**src/rtl/sxd_pkg.sv**
```systemverilog
package sxd_pkg;
  timeunit 1ns;
  timeprecision 1ps;

  localparam int FP_W      = 32;
  localparam int FP_EXP_W  = 8;
  localparam int FP_FRAC_W = 23;
  localparam int FP_BIAS   = 127;

  localparam logic [FP_W-1:0] FP_ONE = 32'h3F80_0000;

  typedef struct packed {
    logic                 sign;
    logic [FP_EXP_W-1:0]  expo;
    logic [FP_FRAC_W-1:0] frac;
  } fp32_t;
endpackage

```
**src/rtl/sxd_lead_one.sv**
```systemverilog
module sxd_lead_one #(
  parameter  int W  = 9,
  localparam int PW = (W > 1) ? $clog2(W) : 1
) (
  input  logic [W-1:0]  vec,
  output logic [PW-1:0] pos,
  output logic          any
);
  timeunit 1ns;
  timeprecision 1ps;

  // Highest set bit wins: later loop iterations overwrite earlier ones.
  always_comb begin
    pos = '0;
    any = 1'b0;
    for (int i = 0; i < W; i++) begin
      if (vec[i]) begin
        pos = PW'(i);
        any = 1'b1;
      end
    end
  end
endmodule

```
**src/rtl/sxd_chan.sv**
```systemverilog
module sxd_chan
  import sxd_pkg::*;
#(
  parameter  int MANT_W     = 9,
  parameter  int EXP_W      = 5,
  parameter  int SHIFT_BIAS = 24,
  localparam int PW         = (MANT_W > 1) ? $clog2(MANT_W) : 1,
  localparam int FW1        = FP_FRAC_W + 1,
  localparam int SUM_W      = FP_EXP_W + 2,
  localparam int EXP_OFS    = FP_BIAS - SHIFT_BIAS
) (
  input  logic              clk,
  input  logic              rst_n,
  input  logic              load_en,
  input  logic              emit_en,
  input  logic [MANT_W-1:0] mant_in,
  input  logic [EXP_W-1:0]  exp_q,
  output logic [FP_W-1:0]   result
);
  timeunit 1ns;
  timeprecision 1ps;

  // Stage A: leading-one search on the incoming mantissa.
  logic [MANT_W-1:0] mant_d, mant_q;
  logic [PW-1:0]     pos_d, pos_q;
  logic              nz_d, nz_q;

  sxd_lead_one #(.W(MANT_W)) u_lod (
    .vec (mant_in),
    .pos (pos_d),
    .any (nz_d)
  );

  always_comb mant_d = mant_in;

  always_ff @(posedge clk or negedge rst_n) begin
    if (!rst_n) begin
      mant_q <= '0;
      pos_q  <= '0;
      nz_q   <= 1'b0;
    end else if (load_en) begin
      mant_q <= mant_d;
      pos_q  <= pos_d;
      nz_q   <= nz_d;
    end
  end

  // Stage B: form the exponent field and left-align the fraction.
  logic [SUM_W-1:0] expo_sum;
  logic [4:0]       shamt;
  logic [FW1-1:0]   frac_full;
  fp32_t            res_d;
  logic [FP_W-1:0]  res_q;

  always_comb begin
    expo_sum  = SUM_W'(exp_q) + SUM_W'(pos_q) + SUM_W'(EXP_OFS);
    shamt     = 5'(FP_FRAC_W) - 5'(pos_q);
    frac_full = FW1'(mant_q) << shamt;
    res_d     = '0;
    if (nz_q) begin
      res_d.sign = 1'b0;
      res_d.expo = expo_sum[FP_EXP_W-1:0];
      res_d.frac = frac_full[FP_FRAC_W-1:0];
    end
  end

  always_ff @(posedge clk or negedge rst_n) begin
    if (!rst_n) begin
      res_q <= '0;
    end else if (emit_en) begin
      res_q <= res_d;
    end
  end

  assign result = res_q;

  // a zero mantissa leaves stage B as an all-zero word
  a_r3_zero_mantissa: assert property (@(posedge clk) disable iff (!rst_n)
    (emit_en && !nz_q) |=> (result == '0));

  // nonzero results are positive, normal and finite
  a_r5_finite_normal: assert property (@(posedge clk) disable iff (!rst_n)
    (emit_en && nz_q) |=> (!result[FP_W-1] &&
                           result[FP_W-2:FP_FRAC_W] != '0 &&
                           result[FP_W-2:FP_FRAC_W] != '1));

  // the fraction's leading one lands exactly at the hidden-bit slot
  a_r2_aligned: assert property (@(posedge clk) disable iff (!rst_n)
    nz_q |-> frac_full[FP_FRAC_W]);
endmodule

```
**src/rtl/sxd_rgb9e5_decode.sv**
```systemverilog
module sxd_rgb9e5_decode
  import sxd_pkg::*;
#(
  parameter  int MANT_W     = 9,
  parameter  int EXP_W      = 5,
  parameter  int EXP_BIAS   = 15,
  localparam int N_CHAN     = 3,
  localparam int WORD_W     = N_CHAN * MANT_W + EXP_W,
  localparam int SHIFT_BIAS = EXP_BIAS + MANT_W,
  localparam int EXP_LSB    = N_CHAN * MANT_W
) (
  input  logic              clk,
  input  logic              rst_n,
  input  logic              in_vld,
  input  logic [WORD_W-1:0] in_word,
  output logic              out_vld,
  output logic [FP_W-1:0]   out_red,
  output logic [FP_W-1:0]   out_green,
  output logic [FP_W-1:0]   out_blue,
  output logic [FP_W-1:0]   out_alpha
);
  timeunit 1ns;
  timeprecision 1ps;

  // Stage A control and shared exponent
  logic             s1_vld_d, s1_vld_q;
  logic [EXP_W-1:0] s1_exp_d, s1_exp_q;
  logic             out_vld_d, out_vld_q;

  always_comb begin
    s1_vld_d  = in_vld;
    s1_exp_d  = in_word[EXP_LSB +: EXP_W];
    out_vld_d = s1_vld_q;
  end

  always_ff @(posedge clk or negedge rst_n) begin
    if (!rst_n) begin
      s1_vld_q  <= 1'b0;
      out_vld_q <= 1'b0;
    end else begin
      s1_vld_q  <= s1_vld_d;
      out_vld_q <= out_vld_d;
    end
  end

  always_ff @(posedge clk or negedge rst_n) begin
    if (!rst_n) begin
      s1_exp_q <= '0;
    end else if (in_vld) begin
      s1_exp_q <= s1_exp_d;
    end
  end

  // Channel lanes: lane 0 red, lane 1 green, lane 2 blue
  logic [FP_W-1:0] chan_res [N_CHAN];

  for (genvar c = 0; c < N_CHAN; c++) begin : g_lane
    sxd_chan #(
      .MANT_W     (MANT_W),
      .EXP_W      (EXP_W),
      .SHIFT_BIAS (SHIFT_BIAS)
    ) u_chan (
      .clk     (clk),
      .rst_n   (rst_n),
      .load_en (in_vld),
      .emit_en (s1_vld_q),
      .mant_in (in_word[c*MANT_W +: MANT_W]),
      .exp_q   (s1_exp_q),
      .result  (chan_res[c])
    );
  end

  assign out_vld   = out_vld_q;
  assign out_red   = chan_res[0];
  assign out_green = chan_res[1];
  assign out_blue  = chan_res[2];
  assign out_alpha = FP_ONE;

  // a sampled word reaches stage A on the next edge
  a_r6_stage_a: assert property (@(posedge clk) disable iff (!rst_n)
    in_vld |=> s1_vld_q);

  // stage A content emerges as a valid result one edge later
  a_r6_stage_b: assert property (@(posedge clk) disable iff (!rst_n)
    s1_vld_q |=> out_vld);

  // no valid pulse without a word in flight
  a_r8_no_spurious: assert property (@(posedge clk) disable iff (!rst_n)
    !s1_vld_q |=> !out_vld);

  // colour outputs hold when nothing new is delivered
  a_r8_hold: assert property (@(posedge clk) disable iff (!rst_n)
    !s1_vld_q |=> ($stable(out_red) && $stable(out_green) && $stable(out_blue)));
endmodule

```
**config.mk**
```make
export PLATFORM = sky130hd
export DESIGN_NAME = sxd_rgb9e5_decode
export DESIGN_NICKNAME = d
export VERILOG_FILES = /design/src/rtl/sxd_pkg.sv /design/src/rtl/sxd_lead_one.sv /design/src/rtl/sxd_chan.sv /design/src/rtl/sxd_rgb9e5_decode.sv
export SDC_FILE = /design/constraint.sdc
export NUM_CORES = 1
export LEC_CHECK = 0
export BUFFER_PORTS_ARGS = -buffer_cell sky130_fd_sc_hd__buf_2
export CORE_ASPECT_RATIO = 1.4
export CORE_MARGIN = 3
export CORE_UTILIZATION = 55
export CTS_CLUSTER_DIAMETER = 40
export DETAILED_ROUTE_END_ITERATION = 12
export PLACE_DENSITY = 0.81
export SETUP_SLACK_MARGIN = 0.1
export SLEW_MARGIN = 5
export SYNTH_ARGS = -nofsm -noshare
export SYNTH_HDL_FRONTEND = slang
export SYNTH_SLANG_ARGS = --single-unit
```
**constraint.sdc**
```tcl
create_clock -name clk -period 3.38 [get_ports clk]
set_input_delay 0.169 -clock clk [delete_from_list [all_inputs] [get_ports clk]]
set_output_delay 0.169 -clock clk [all_outputs]
set_load 0.01 [all_outputs]
```
==> results of run 1 <==
what timing repair did:
action                    4_1_cts  5_1_grt
hold endpoints to repair      103        0
hold buffers                    2        0
buffers inserted                0        0
layout make-up:
| class | instances | area (µm²) | area share [%] |
|---|---|---|---|
| inverter | 37 | 139 | 1.65 |
| multi-input combinational | 468 | 3310 | 39.3 |
| timing repair buffer | 135 | 704 | 8.37 |
| clock inverter | 13 | 141 | 1.68 |
| clock buffer | 19 | 453 | 5.38 |
| tap | 153 | 191 | 2.27 |
| sequential | 139 | 3480 | 41.3 |
cell families after synthesis:
kind of cell             count (synthesis)  share of synthesized area [%]
AO/OA/AOI/OAI                          180                           17.9
other                                    2                          0.104
multiplexers                            63                           9.47
flip-flops                             139                           48.0
adder cells (fa/ha/maj)                 18                           3.42
AND/OR/NAND/NOR                        158                           11.3
XOR/XNOR                                14                           1.69
buffers and inverters                  111                           8.11
registers in the layout (all words and copies together) (netlist names):
name / count
g_lane.u_chan.result: 93
g_lane.u_chan.pos_q: 12
s1_exp_q: 5
out_vld_d: 1
g_lane.u_chan.mant_q: 24
g_lane.u_chan.nz_q: 3
out_vld: 1
how the worst max path moves through the flow:
stage	start	to	slack, ps	depth (start not counted)
2_1_floorplan	g_lane[2].u_chan.pos_q[0]$_DFFE_PN0P_	g_lane[2].u_chan.result[27]$_DFFE_PN0P_	1200	9
3_3_place_gp	g_lane[2].u_chan.pos_q[0]$_DFFE_PN0P_	g_lane[2].u_chan.result[27]$_DFFE_PN0P_	920	9
3_5_place_dp	g_lane[2].u_chan.pos_q[0]$_DFFE_PN0P_	g_lane[2].u_chan.result[27]$_DFFE_PN0P_	790	9
4_1_cts	g_lane[2].u_chan.pos_q[0]$_DFFE_PN0P_	g_lane[2].u_chan.result[27]$_DFFE_PN0P_	790	9
5_1_grt	g_lane[2].u_chan.pos_q[0]$_DFFE_PN0P_	g_lane[2].u_chan.result[27]$_DFFE_PN0P_	640	9
6_report	g_lane[2].u_chan.pos_q[0]$_DFFE_PN0P_	g_lane[2].u_chan.result[27]$_DFFE_PN0P_	750	9
cell usage in the layout, fill, tap and decap left out, types with 5 or more instances in the layout:
| master | instances |
|---|---|
| dfrtp_1 | 138 |
| buf_2 | 127 |
| mux2_2 | 45 |
| inv_1 | 36 |
| conb_1 | 35 |
| o2bb2ai_1 | 34 |
| nor2_1 | 32 |
| a21oi_1 | 31 |
| o21ai_0 | 29 |
| nor2b_1 | 29 |
| nand2_1 | 28 |
| mux2i_1 | 18 |
| o22ai_1 | 17 |
| clkbuf_16 | 17 |
| ha_1 | 15 |
| nand3_1 | 13 |
| nor3_1 | 13 |
| nand2b_1 | 12 |
| xnor2_1 | 9 |
| a21o_1 | 8 |
| or3_1 | 7 |
| o221ai_1 | 7 |
| o21a_1 | 7 |
| a211o_1 | 6 |
| xor2_1 | 5 |
| o21bai_1 | 5 |
| buf_4 | 5 |
through the flow:
stage | hold slack [ps] | utilization, % | setup WS (ps)
6_report | 13.7 | 65.4 | 752
5_1_grt | 3.19 | 65.4 | 643
4_1_cts | 1.06 | 65.4 | 790
3_5_place_dp | 364 | 60.6 | 787
3_3_place_gp | 338 | 60.6 | 923
2_1_floorplan | -127 | - | 1200
power breakdown:
part | total (mW) | switching (mW) | internal [mW]
registers | 2.08 | 0.204 | 1.88
logic | 1.19 | 0.659 | 0.530
clock network | 1.85 | 0.717 | 1.13
metal layers:
metal	share of wire [%]	vias up	routed length, µm
li1	-	2619	-
met5	0	-	0
met4	3.3	0	550
met2	50	241	8440
met3	5.5	44	922
met1	41	2775	6990
==> flow_summary.ini, run 1 <==
[critical_path]
startpoint_type = register
r2r-end = g_lane[2].u_chan.result[27]$_DFFE_PN0P_
rr_startpoint = g_lane[2].u_chan.pos_q[0]$_DFFE_PN0P_
path_class = reg2reg
cp.arrival_ps = 2930
worst_path_largest_cell_delay_ps = 570
ff2ff_path_depth = 9
worstPathCellList = ha_1 -> fa_1 -> inv_1 -> ha_1 -> inv_1 -> o22ai_1 -> a21oi_1 -> xor2_1 -> a31o_2
crit_family = adder cells
slowest_stage = dfrtp_1
worstSetupEndpointType = register
critPathRequiredTime_ps = 3680
path_buf_inv = 2
r2r_slack_ps = 750
worstPathMaxFanout = 15

[global_route]
grt-ovfl-total = 0
busiest_layer = met2
antenna_found_initial = 0
grt_max_degree = 105
grt_use_met2_pct = 38.7
grtUsageMet3_pct = 4.53
track_usage_pct = 23.8
grt.met1_usage_pct = 30.4
grt_pass1_wl_mm = 27.6
grt_pass1_vias = 5672

[final_layout]
final_cell_area_um2 = 8420
final_cell_count_no_fill = 964
final_layout_size_suffix_gt1_share_pct = 27.6
area_growth_pct = 16.1
num_antenna_cells = 0
finalNetCount = 851
fillerInstances = 1035

[synthesis]
synthFlopType = dfrtp_1
synth_top_cell_by_area = dfrtp_1
postSynthCellCount = 685
ys_top_cells_by_count = dfrtp_1 (139), mux2_2 (45), inv_1 (37)
ys_top_cells_by_area = dfrtp_1 (48%), mux2_2 (7.0%), o2bb2ai_1 (4.1%)
synth-edff-count = 0
yosysWarnings = 0
async_reset_ff_share_pct = 100
yosysUniqueCellTypes = 53
synth_top_area_share_pct = 48.0
synth_seq_cells = 139
syn_area_um2 = 7250
ys_seq_area_share_pct = 48.0
synth.most_common_cell = dfrtp_1
syn_avg_cell_area_um2 = 10.6

[floorplanning]
floorplan.core_area_um2 = 12900
rows = 49
initial_core_util_pct = 56.3
die_y_um = 142
die_w_um = 103
io_pins = 164
dieArea_um2 = 14600

[placed_design]
io_buffers = 128
hpwl_mm = 12.1
placed_area_um2 = 7800
dp_cells = 930
gp_congestion = 0.949

[timing]
min_period_over_period_pct = 77.8
skew_ps = 8.40
slew_headroom_pct = 31.2
drv_slew = 0
hold_viol_final = 0
rsz0062_at_grt = no
max_freq_mhz = 380
min_period_ps = 2630
fin_setup_tns_ps = 0
setup_viol = 0
tightest_slew_ps = 1030

[detailed_routing]
wl_per_cell_um = 17.5
drc = 0
routed_via_density = 5.89
dr.pass1.iters = 5
detail-route-antenna-nets = 0
vias = 5679
wirelength_mm = 16.9
dr.first_iter.drc_count = 278

[power]
total_power_mw = 5.12
peakVddDrop_mv = 0.374
p_leak_nw = 4.08
p_per_area_nw_per_um2 = 608

[clock_network]
cts.sinks = 139
cts_buffers = 17
tritoncts = yes
clk_pin_slew_worst_paths_ps = 60
cts_buffer_depth = 2
clock_latency_ps = 410
cts-resized-gates = 0
htreeDepth = 4
clock-root-buffer = clkbuf_16

[hold_path]
holdPathEnd = s1_exp_q[1]$_DFFE_PN0P_
min_path_type = in2reg
whs_path_depth = 2
hold_path.startpoint = in_word[28]

[status]
outcome = completed

[run]
max-cap-violations = 0
(Power assumes the default switching activity.)
==> run 2, diff against run 1 <==
--- a/config.mk
+++ b/config.mk
@@ -8,10 +8,10 @@
 export BUFFER_PORTS_ARGS = -buffer_cell sky130_fd_sc_hd__buf_2
 export CORE_ASPECT_RATIO = 1.4
 export CORE_MARGIN = 3
-export CORE_UTILIZATION = 55
+export CORE_UTILIZATION = 49
 export CTS_CLUSTER_DIAMETER = 40
 export DETAILED_ROUTE_END_ITERATION = 12
-export PLACE_DENSITY = 0.81
+export PLACE_DENSITY = 0.76
 export SETUP_SLACK_MARGIN = 0.1
 export SLEW_MARGIN = 5
 export SYNTH_ARGS = -nofsm -noshare
==> constraint.sdc (replaced) <==
create_clock -name clk -period 2.3 [get_ports clk]
set_input_delay 0.115 -clock clk [delete_from_list [all_inputs] [get_ports clk]]
set_output_delay 0.115 -clock clk [all_outputs]
set_load 0.01 [all_outputs]
==> flow_summary.ini, run 2 (same netlist as run 1, synthesis figures left out) <==
[status]
outcome = completed

[timing]
rsz0062_at_grt = yes
tightest_slew_ps = 516
hold_viol_final = 0
timing.hold.ws_ps = 21.8
max_freq_mhz = 448
min_period_ps = 2230
setup_viol = 0
min_period_over_period_pct = 97.1
slew_headroom_pct = 65.6
drv_slew = 0
skew_ps = 7.76

[detailed_routing]
dr.first_iter.drc_count = 293
detail-route-antenna-nets = 0
vias = 5724
wl_per_cell_um = 16.9
wirelength_mm = 17.8
drc = 0
routed_via_density = 5.44
dr.pass1.iters = 5

[critical_path]
startpoint_type = register
cp_num_cells = 9
worstSetupEndpointType = register
critPathRequiredTime_ps = 2600
worst_path_largest_cell_delay_ps = 590
r2r-end = g_lane[0].u_chan.result[27]$_DFFE_PN0P_
worstPathCellList = ha_4 -> fa_2 -> inv_2 -> ha_4 -> inv_2 -> o22ai_2 -> a21oi_2 -> xnor2_1 -> o31ai_1
worstPathMaxFanout = 4
r2r_slack_ps = 70
rr_startpoint = s1_exp_q[0]$_DFFE_PN0P_
cp.arrival_ps = 2530
path_buf_inv = 2
slowest_stage = fa_2
crit_family = adder cells
crit_start = s1_exp_q[0]$_DFFE_PN0P_
worstSetupEndpoint = g_lane[0].u_chan.result[27]$_DFFE_PN0P_
ff2ff_path_depth = 9
path_class = reg2reg

[global_route]
grt_pass1_vias = 5656
antenna_found_initial = 0
track_usage_pct = 22.3
grt_max_degree = 56
grt-ovfl-total = 0
grt_pass1_wl_mm = 28.5

[clock_network]
clock_latency_ps = 410
clk_pin_slew_worst_paths_ps = 50
cts_buffers = 17
cts.sinks = 139
clock-root-buffer = clkbuf_16
htreeDepth = 4
tritoncts = yes
cts_buffer_depth = 2

[final_layout]
final_layout_size_suffix_gt1_share_pct = 31.3
finalNetCount = 904
num_antenna_cells = 0
fin_util_pct = 62.6
largest_reg_flops = 93
area_growth_pct = 25.2
final_cell_area_um2 = 9080
final_common_cell = dfrtp_1
layout_common_cells = dfrtp_1 (137), buf_2 (127), mux2_2 (45)
fillerInstances = 1184

[floorplanning]
die_w_um = 109
initial_core_util_pct = 50.0
rows = 52
io_pins = 164
floorplan.core_area_um2 = 14500
die_y_um = 150
dieArea_um2 = 16300

[power]
p_leak_nw = 4.36
p_per_area_nw_per_um2 = 866
peakVddDrop_mv = 0.496

[hold_path]
whs_path_depth = 2
min_path_type = in2reg

[placed_design]
hpwl_mm = 12.5
placed_area_um2 = 8020
gp_congestion = 0.919
io_buffers = 128

[run]
max-cap-violations = 0
[run 2: layout make-up]
class,count,area [µm²],area share (%)
sequential,139,3480,38.3
multi-input combinational,468,3420,37.7
timing repair buffer,188,1180,13.0
clock buffer,20,447,4.92
tap,189,236,2.60
clock inverter,12,171,1.89
inverter,37,139,1.53
[run 2: where the power goes]
part	internal [mW]	total [mW]	leakage (nW)	switching (mW)
clock network	1.84	2.85	0.307	1.01
registers	2.77	3.01	1.76	0.241
logic	0.920	2.01	2.30	1.09
[run 2: how the worst min path moves through the flow]
stage	from	endpoint	slack, ps
finish	in_word[24]	g_lane[2].u_chan.mant_q[6]$_DFFE_PN0P_	20
global route	in_word[22]	g_lane[2].u_chan.mant_q[4]$_DFFE_PN0P_	9
global placement	rst_n	g_lane[0].u_chan.result[8]$_DFFE_PN0P_	100
floorplan	rst_n	g_lane[0].u_chan.mant_q[0]$_DFFE_PN0P_	-180
detailed placement	rst_n	g_lane[0].u_chan.result[10]$_DFFE_PN0P_	110
CTS	in_word[22]	g_lane[2].u_chan.mant_q[4]$_DFFE_PN0P_	2
[run 2: timing repair]
action,CTS,global route
pin swaps,0,8
hold endpoints to repair,81,0
buffers inserted,0,4
resized for setup,4,21
hold buffers,30,0
endpoints found under the setup margin,3,12
[run 2: metal layers]
metal | track usage, % | routed length (µm) | vias up
met5 | 0 | 0 | -
li1 | - | - | 2712
met2 | 39.0 | 9540 | 187
met3 | 4.83 | 856 | 30
met4 | 7.83 | 403 | 0
met1 | 27.0 | 6980 | 2795
[run 2: stage by stage]
stage	power, mW	worst slack (ps)	TNS [ps]	std cells
2_1_floorplan	4.25	122	0	718
3_3_place_gp	4.85	29.4	0	987
3_5_place_dp	4.89	15.1	0	987
4_1_cts	7.82	81.0	0	1049
5_1_grt	8.28	-74.1	-74.1	1053
6_report	7.87	66.2	0	1053
